`src/rtl/irq_accept_pkg.sv`:
```
`timescale 1ns/1ps
package irq_accept_pkg;

    localparam int N_SPECIAL = 5;

    typedef enum logic [2:0] {
        DM_FIXED    = 3'b000,
        DM_LOWEST   = 3'b001,
        DM_SMI      = 3'b010,
        DM_RSVD     = 3'b011,
        DM_NMI      = 3'b100,
        DM_INIT     = 3'b101,
        DM_STARTUP  = 3'b110,
        DM_EXTERNAL = 3'b111
    } dmode_t;

    // Grant kinds; the first five double as indices of the special flags.
    typedef enum logic [2:0] {
        GK_SMI      = 3'd0,
        GK_NMI      = 3'd1,
        GK_INIT     = 3'd2,
        GK_STARTUP  = 3'd3,
        GK_EXTERNAL = 3'd4,
        GK_REGULAR  = 3'd5
    } gkind_t;

    function automatic dmode_t special_code(input int idx);
        case (idx)
            0:       return DM_SMI;
            1:       return DM_NMI;
            2:       return DM_INIT;
            3:       return DM_STARTUP;
            default: return DM_EXTERNAL;
        endcase
    endfunction

endpackage

```
`src/rtl/irq_msb_find.sv`:
```
`timescale 1ns/1ps
// Single-cycle highest-set-bit encoder.
module irq_msb_find #(
    parameter int WIDTH = 256,
    parameter int IDX_W = $clog2(WIDTH)
) (
    input  logic [WIDTH-1:0] bits_i,
    output logic             found_o,
    output logic [IDX_W-1:0] index_o
);

    always_comb begin
        found_o = |bits_i;
        index_o = '0;
        for (int i = 0; i < WIDTH; i++) begin
            if (bits_i[i]) begin
                index_o = IDX_W'(i);
            end
        end
    end

endmodule

```
`src/rtl/irq_vec_bank.sv`:
```
`timescale 1ns/1ps
// Pending, trigger-kind and in-service bitmaps for regular vectors.
module irq_vec_bank #(
    parameter int VEC_W = 8,
    parameter int N_VEC = 1 << VEC_W
) (
    input  logic             clk,
    input  logic             rst_n,
    input  logic             set_en,
    input  logic [VEC_W-1:0] set_vec,
    input  logic             set_level,
    input  logic             ack_en,
    input  logic             eoi_en,
    output logic             irr_found,
    output logic [VEC_W-1:0] irr_top,
    output logic             isr_found,
    output logic [VEC_W-1:0] isr_top,
    output logic             top_level
);

    logic [N_VEC-1:0] irr_q, tmr_q, isr_q;
    logic [N_VEC-1:0] irr_set, irr_clr, isr_set, isr_clr;

    irq_msb_find #(.WIDTH(N_VEC), .IDX_W(VEC_W)) u_irr_find (
        .bits_i  (irr_q),
        .found_o (irr_found),
        .index_o (irr_top)
    );

    irq_msb_find #(.WIDTH(N_VEC), .IDX_W(VEC_W)) u_isr_find (
        .bits_i  (isr_q),
        .found_o (isr_found),
        .index_o (isr_top)
    );

    always_comb begin
        irr_set = '0;
        irr_clr = '0;
        isr_set = '0;
        isr_clr = '0;
        if (set_en && !irr_q[set_vec]) begin
            irr_set[set_vec] = 1'b1;
        end
        if (ack_en) begin
            irr_clr[irr_top] = 1'b1;
            isr_set[irr_top] = 1'b1;
        end
        if (eoi_en && isr_found) begin
            isr_clr[isr_top] = 1'b1;
        end
    end

    always_ff @(posedge clk) begin
        if (!rst_n) begin
            irr_q <= '0;
            tmr_q <= '0;
            isr_q <= '0;
        end else begin
            irr_q <= (irr_q & ~irr_clr) | irr_set;
            tmr_q <= (tmr_q & ~irr_set) | (irr_set & {N_VEC{set_level}});
            isr_q <= (isr_q & ~isr_clr) | isr_set;
        end
    end

    assign top_level = tmr_q[irr_top];

endmodule

```
`src/rtl/irq_special_flags.sv`:
```
`timescale 1ns/1ps
// Single-bit pending flags for the delivery modes that bypass the bitmaps.
module irq_special_flags
    import irq_accept_pkg::*;
#(
    parameter int VEC_W = 8
) (
    input  logic                 clk,
    input  logic                 rst_n,
    input  logic                 req_valid,
    input  logic [2:0]           req_mode,
    input  logic [VEC_W-1:0]     req_vector,
    input  logic [N_SPECIAL-1:0] clr_mask,
    output logic [N_SPECIAL-1:0] pending_o,
    output logic [VEC_W-1:0]     startup_vec_o,
    output logic [VEC_W-1:0]     ext_vec_o
);

    logic [N_SPECIAL-1:0] pend_q, pend_d, accept_w;

    for (genvar g = 0; g < N_SPECIAL; g++) begin : g_flag
        assign accept_w[g] = req_valid && (req_mode == special_code(g)) && !pend_q[g];
        assign pend_d[g]   = (pend_q[g] && !clr_mask[g]) || accept_w[g];
    end

    always_ff @(posedge clk) begin
        if (!rst_n) begin
            pend_q        <= '0;
            startup_vec_o <= '0;
            ext_vec_o     <= '0;
        end else begin
            pend_q <= pend_d;
            if (accept_w[GK_STARTUP]) begin
                startup_vec_o <= req_vector;
            end
            if (accept_w[GK_EXTERNAL]) begin
                ext_vec_o <= req_vector;
            end
        end
    end

    assign pending_o = pend_q;

endmodule

```
`src/rtl/irq_accept_unit.sv`:
```
`timescale 1ns/1ps
module irq_accept_unit
    import irq_accept_pkg::*;
#(
    parameter int VEC_W = 8
) (
    input  logic             clk,
    input  logic             rst_n,
    input  logic             req_valid,
    input  logic [VEC_W-1:0] req_vector,
    input  logic [2:0]       req_mode,
    input  logic             req_level,
    input  logic [VEC_W-1:0] task_prio,
    input  logic             ack,
    input  logic             eoi,
    output logic             irq_deliverable,
    output logic             grant_valid,
    output logic [2:0]       grant_kind,
    output logic [VEC_W-1:0] grant_vector,
    output logic             grant_level
);

    localparam int CLS_LO = VEC_W - 4;

    typedef enum logic {
        ST_IDLE,
        ST_PRESENT
    } pst_t;

    pst_t                 state_q, state_d;
    logic                 reg_req, reg_ok, take, ack_reg;
    logic                 irr_found, isr_found, top_level;
    logic [VEC_W-1:0]     irr_top, isr_top, startup_vec, ext_vec;
    logic [N_SPECIAL-1:0] spec_pending, clr_mask;
    gkind_t               win_kind;
    logic [VEC_W-1:0]     win_vector;
    logic                 win_level;

    assign reg_req = req_valid &&
                     (req_mode == DM_FIXED || req_mode == DM_LOWEST);

    irq_vec_bank #(.VEC_W(VEC_W)) u_bank (
        .clk       (clk),
        .rst_n     (rst_n),
        .set_en    (reg_req),
        .set_vec   (req_vector),
        .set_level (req_level),
        .ack_en    (ack_reg),
        .eoi_en    (eoi),
        .irr_found (irr_found),
        .irr_top   (irr_top),
        .isr_found (isr_found),
        .isr_top   (isr_top),
        .top_level (top_level)
    );

    irq_special_flags #(.VEC_W(VEC_W)) u_flags (
        .clk           (clk),
        .rst_n         (rst_n),
        .req_valid     (req_valid),
        .req_mode      (req_mode),
        .req_vector    (req_vector),
        .clr_mask      (clr_mask),
        .pending_o     (spec_pending),
        .startup_vec_o (startup_vec),
        .ext_vec_o     (ext_vec)
    );

    // Regular vector must beat the in-service top and the task-priority class.
    assign reg_ok = irr_found &&
                    (!isr_found || (irr_top > isr_top)) &&
                    (irr_top[VEC_W-1:CLS_LO] > task_prio[VEC_W-1:CLS_LO]);

    assign irq_deliverable = (|spec_pending) || reg_ok;
    assign take            = ack && irq_deliverable;

    // Fixed-order winner selection.
    always_comb begin
        if (spec_pending[GK_SMI])           win_kind = GK_SMI;
        else if (spec_pending[GK_NMI])      win_kind = GK_NMI;
        else if (spec_pending[GK_INIT])     win_kind = GK_INIT;
        else if (spec_pending[GK_STARTUP])  win_kind = GK_STARTUP;
        else if (spec_pending[GK_EXTERNAL]) win_kind = GK_EXTERNAL;
        else                                win_kind = GK_REGULAR;
    end

    always_comb begin
        win_vector = '0;
        win_level  = 1'b0;
        unique case (win_kind)
            GK_STARTUP:  win_vector = startup_vec;
            GK_EXTERNAL: win_vector = ext_vec;
            GK_REGULAR: begin
                win_vector = irr_top;
                win_level  = top_level;
            end
            default: win_vector = '0;
        endcase
    end

    always_comb begin
        clr_mask = '0;
        if (take && win_kind != GK_REGULAR) begin
            clr_mask[win_kind] = 1'b1;
        end
    end

    assign ack_reg = take && (win_kind == GK_REGULAR);

    // State register.
    always_ff @(posedge clk) begin
        if (!rst_n) begin
            state_q <= ST_IDLE;
        end else begin
            state_q <= state_d;
        end
    end

    always_comb begin
        state_d = state_q;
        unique case (state_q)
            ST_IDLE:    state_d = take ? ST_PRESENT : ST_IDLE;
            ST_PRESENT: state_d = take ? ST_PRESENT : ST_IDLE;
            default:    state_d = ST_IDLE;
        endcase
    end

    // Output payload.
    always_ff @(posedge clk) begin
        if (!rst_n) begin
            grant_kind   <= '0;
            grant_vector <= '0;
            grant_level  <= 1'b0;
        end else if (take) begin
            grant_kind   <= win_kind;
            grant_vector <= win_vector;
            grant_level  <= win_level;
        end
    end

    assign grant_valid = (state_q == ST_PRESENT);

endmodule

```
`config.mk`:
```
export PLATFORM = sky130hd
export DESIGN_NAME = irq_accept_unit
export DESIGN_NICKNAME = d
export VERILOG_FILES = /design/src/rtl/irq_accept_pkg.sv /design/src/rtl/irq_msb_find.sv /design/src/rtl/irq_vec_bank.sv /design/src/rtl/irq_special_flags.sv /design/src/rtl/irq_accept_unit.sv
export SDC_FILE = /design/constraint.sdc
export NUM_CORES = 2
export LEC_CHECK = 0
export BUFFER_PORTS_ARGS = -buffer_cell sky130_fd_sc_hd__buf_2
export CAP_MARGIN = 20
export CELL_PAD_IN_SITES_DETAIL_PLACEMENT = 1
export CELL_PAD_IN_SITES_GLOBAL_PLACEMENT = 2
export CORE_UTILIZATION = 38
export CTS_CLUSTER_DIAMETER = 30
export DETAILED_ROUTE_END_ITERATION = 10
export GPL_TIMING_DRIVEN = 0
export PLACE_DENSITY_LB_ADDON = 0.1
export SLEW_MARGIN = 20
export SYNTH_ARGS = -nofsm -noshare
export SYNTH_HDL_FRONTEND = slang
export SYNTH_SLANG_ARGS = --single-unit
```
`constraint.sdc`:
```
create_clock -name clk -period 5.6 [get_ports clk]
set_input_delay 0.84 -clock clk [delete_from_list [all_inputs] [get_ports clk]]
set_output_delay 0.84 -clock clk [all_outputs]
set_load 0.005 [all_outputs]
```
==> summary.md <==
| Metric | Value |
|---|---|
| CTS tree | `done` |
| Seq/Total Area, Yosys | `0.388` |
| Syn Std Cell Area | `approximately 41000 sq um` |
| Critical Path Start Type | `register` |
| Worst skew pair latency | `0.84 ns` |
| Final WL | `roughly 260000 microns` |
| Most common cell after layout, fill and taps aside | `nand2_1` |
| Syn_area_per_cell | `around 7.7 sq um` |
| Power Total | `between 0.015 and 0.02 W` |
| Tcrit/Tclk final | `1.15` |
| Max incr delay on CP | `between 0.5 and 0.6 ns` |
| Cell count after synthesis | `5411` |
| Fin area | `~55000 sq um` |
| Yosys cell types | `between 70 and 80` |
| Antenna violations before repair | `6` |
| H-tree levels | `4` |
| Number of buffer and inverter stages on the critical path | `3` |
| Final Max Slew Viols | `0` |
| DIE WIDTH | `between 300 and 400 microns` |
| Clock Sinks | `approximately 800` |
| Die H | `332 microns` |
| Pwr dens | `361 nW/um^2` |
| Critical path class | `register to output port` |
| RR Startpoint | `u_bank.irr_q[236]$_SDFF_PN0_` |
| Leakage | `20.1 nW` |
| Number of global-route vias before repair | `~45k` |
| Slew HR | `0.00103` |
| DP Area | `43500 sq um` |
| Drt pass-1 iters | `6` |
| Growth of design area from synthesis to finish | `32.2%` |
| IO Pins | `39` |
| Sequential Area | `roughly 16000 sq um` |
| Starting Density | `0.385` |
| DR vias/cell | `between 6 and 7` |
| Global route overflow | `0` |
| Gr usage total | `0.457` |
| DP Wirelength | `~200000 microns` |
| # fillers | `roughly 13k` |
| Max clock buf depth | `3` |
| Post-synth EDFFs | `0` |
| Layout cells sized above 1 | `0.189` |
| Crit path launch | `u_bank.irr_q[34]$_SDFF_PN0_` |
| Critical path endpoint category | `output port` |
| Post-synth top flop | `dfxtp_1` |
| First-pass GRT wire length | `approximately 350000 microns` |
| Worst-path clk slew | `0.05 ns` |
| Die area | `110000 sq um` |
| Largest net degree at the start of global routing | `17` |
| Clock Skews | `between 0.04 and 0.05 ns` |
| Maximum vdd drop | `roughly 0.31 mV` |
| Final routed DRC violation total | `0` |
| CP max FO | `6` |
| Placer Congestion | `1.02` |
| Num CTS Buffers | `about 210` |
| Post-Route Setup TNS | `-291.88 ns` |
| Row cnt | `120` |
| Status | `complete, but fails checks` |
| Clk root buf | `clkbuf_16` |
| DRT iter0 DRCs | `roughly 6.9k` |
| Hold Vio Cnt, Final | `0` |
| Fin nets | `approximately 5.8k` |
| Synth Register Bits | `between 800 and 900` |
| Delay-heaviest family, CP | `compound AO/OA/AOI/OAI gates` |
| Cell Chain, Critical Path | `or4_4 -> nor2_4 -> a311oi_2 -> o31a_1 -> o21ai_2 -> a21boi_1 -> o31a_1 -> o311ai_4 -> and2_4 -> clkinvlp_4 -> clkbuf_16 -> ha_4 -> nor2b_1 -> o21ai_1 -> nand2b_1 -> a21oi_2 -> a41oi_2 -> o21ai_2 -> a21oi_4 -> or4_4 -> buf_6` |
| Detailed-route via count | `48.7k` |
| Worst-margin pin slew | `between 1 and 1.5 ns` |
| Cts-stage hold buffer count | `0` |
| Core area | `108000 sq um` |
| RSZ-0062 raised after global routing | `yes` |
| Antenna Violating Nets Remaining | `0` |
| Quantity of I/O buffers inserted on ports | `26` |
| Fraction of registers with async set/reset | `0` |
| Max_cap viols | `1` |
| Arr. time, crit path | `roughly 5.6 ns` |
| Hold crit path type | `primary input to register` |
| Failing checks | `capacitance limit, setup timing` |
| Hold Startpoint | `req_mode[1]` |
| Syn Nets | `5448` |
| WL per Instance | `35.9 microns` |
| Worst setup margin | `-0.819 ns` |
| Fmax | `about 0.16 GHz` |
| Multi-input gate area | `~26000 sq um` |
| Most frequent cells in the layout | `nand2_1 (1010), dfxtp_1 (780), a21oi_1 (750), nor2_1 (443), clkbuf_1 (269)` |
| Minimum clock period after layout | `about 6.4 ns` |
| Slowest CP cell | `or4_4` |
| Final count of negative-setup-slack endpoints | `700` |
| Synthesis Warnings | `0` |
| Critical Path RT | `4.76 ns` |
## final timing paths
path / end / slack, ns / depth (start not counted)
worst max-delay path: irq_deliverable / -0.82 / 21
worst min-delay path: u_flags.pending_o[1]$_SDFF_PN0_ / 0.33 / 3
worst max register to register: u_bank.isr_q[86]$_SDFF_PN0_ / -0.76 / 12
worst min register to register: register / 0.45 / 2
## where the power goes
group | leakage [nW] | switching [W] | internal (W)
clock | 3.70 | 0.00411 | 0.00889
combinational | 9.95 | 0.000817 | 0.000223
sequential | 6.47 | 0.00000637 | 0.00573
## kinds of logic after synthesis
group                    Yosys count  synth area share
AND/OR/NAND/NOR                 2312             0.245
flip-flops                       802             0.388
multiplexers                     272            0.0916
adder cells (fa/ha/maj)           12           0.00363
AO/OA/AOI/OAI                   1503             0.224
buffers and inverters            510            0.0477
## synthesized netlist by cell type, types with 38 or more instances
cell / number / area, sq um
dfxtp_1: 802 / 16100
nor2_1: 457 / 1720
nand3_1: 211 / 1060
mux4_2: 85 / 1910
nor3_1: 133 / 666
clkbuf_1: 323 / 1210
a211oi_1: 57 / 428
nand4_1: 38 / 238
mux2i_1: 182 / 1820
nand2_1: 1143 / 4290
o31ai_1: 194 / 1460
or4_1: 41 / 308
nor4_1: 167 / 1040
inv_1: 133 / 499
o21ai_0: 116 / 581
a21oi_1: 785 / 3930
a311oi_1: 76 / 666
## per-stage QoR
stage               cells  setup slack [ns]  hold WS [ns]   util
global placement     6840             -4.02         0.442  0.403
finish               7339            -0.819         0.331  0.509
floorplan            5411             0.466         0.433      -
detailed placement   6849             -2.92         0.448  0.405
CTS                  7260            -0.751         0.319  0.483
global route         7330            -0.778         0.366  0.509
## routing by layer
metal	GRT usage	wire, microns	vias up	share of wire
li1	-	-	20480	-
met1	0.627	110000	24220	0.42
met2	0.627	105000	3240	0.40
met3	0.152	32800	716	0.12
met4	0.241	15800	4	0.060
met5	0	22	-	0.000083
## final cells by class
type	instances	share of cell area
antenna	9	0.000412
buffer	375	0.0345
clock buffer	262	0.106
clock inverter	129	0.0325
inverter	134	0.00930
multi-input combinational	4099	0.470
sequential	802	0.294
tap	1403	0.0321
timing repair buffer	126	0.0206
## worst reg2reg max path, delay by kind of cell, from the launching register on
family | cells | cell delay (ns)
buffers and inverters | 3 | 2.07
AO/OA/AOI/OAI | 4 | 1.56
flip-flops | 1 | 0.42
AND/OR/NAND/NOR | 5 | 2.19
## timing repair
action                     4_1_cts  5_1_grt
setup buffers                   21       61
setup endpoints to repair      777      761
cloned                           0        9
pin swaps                       40      144
gates resized for setup        217      569
Power figures use the tool's default switching activity.
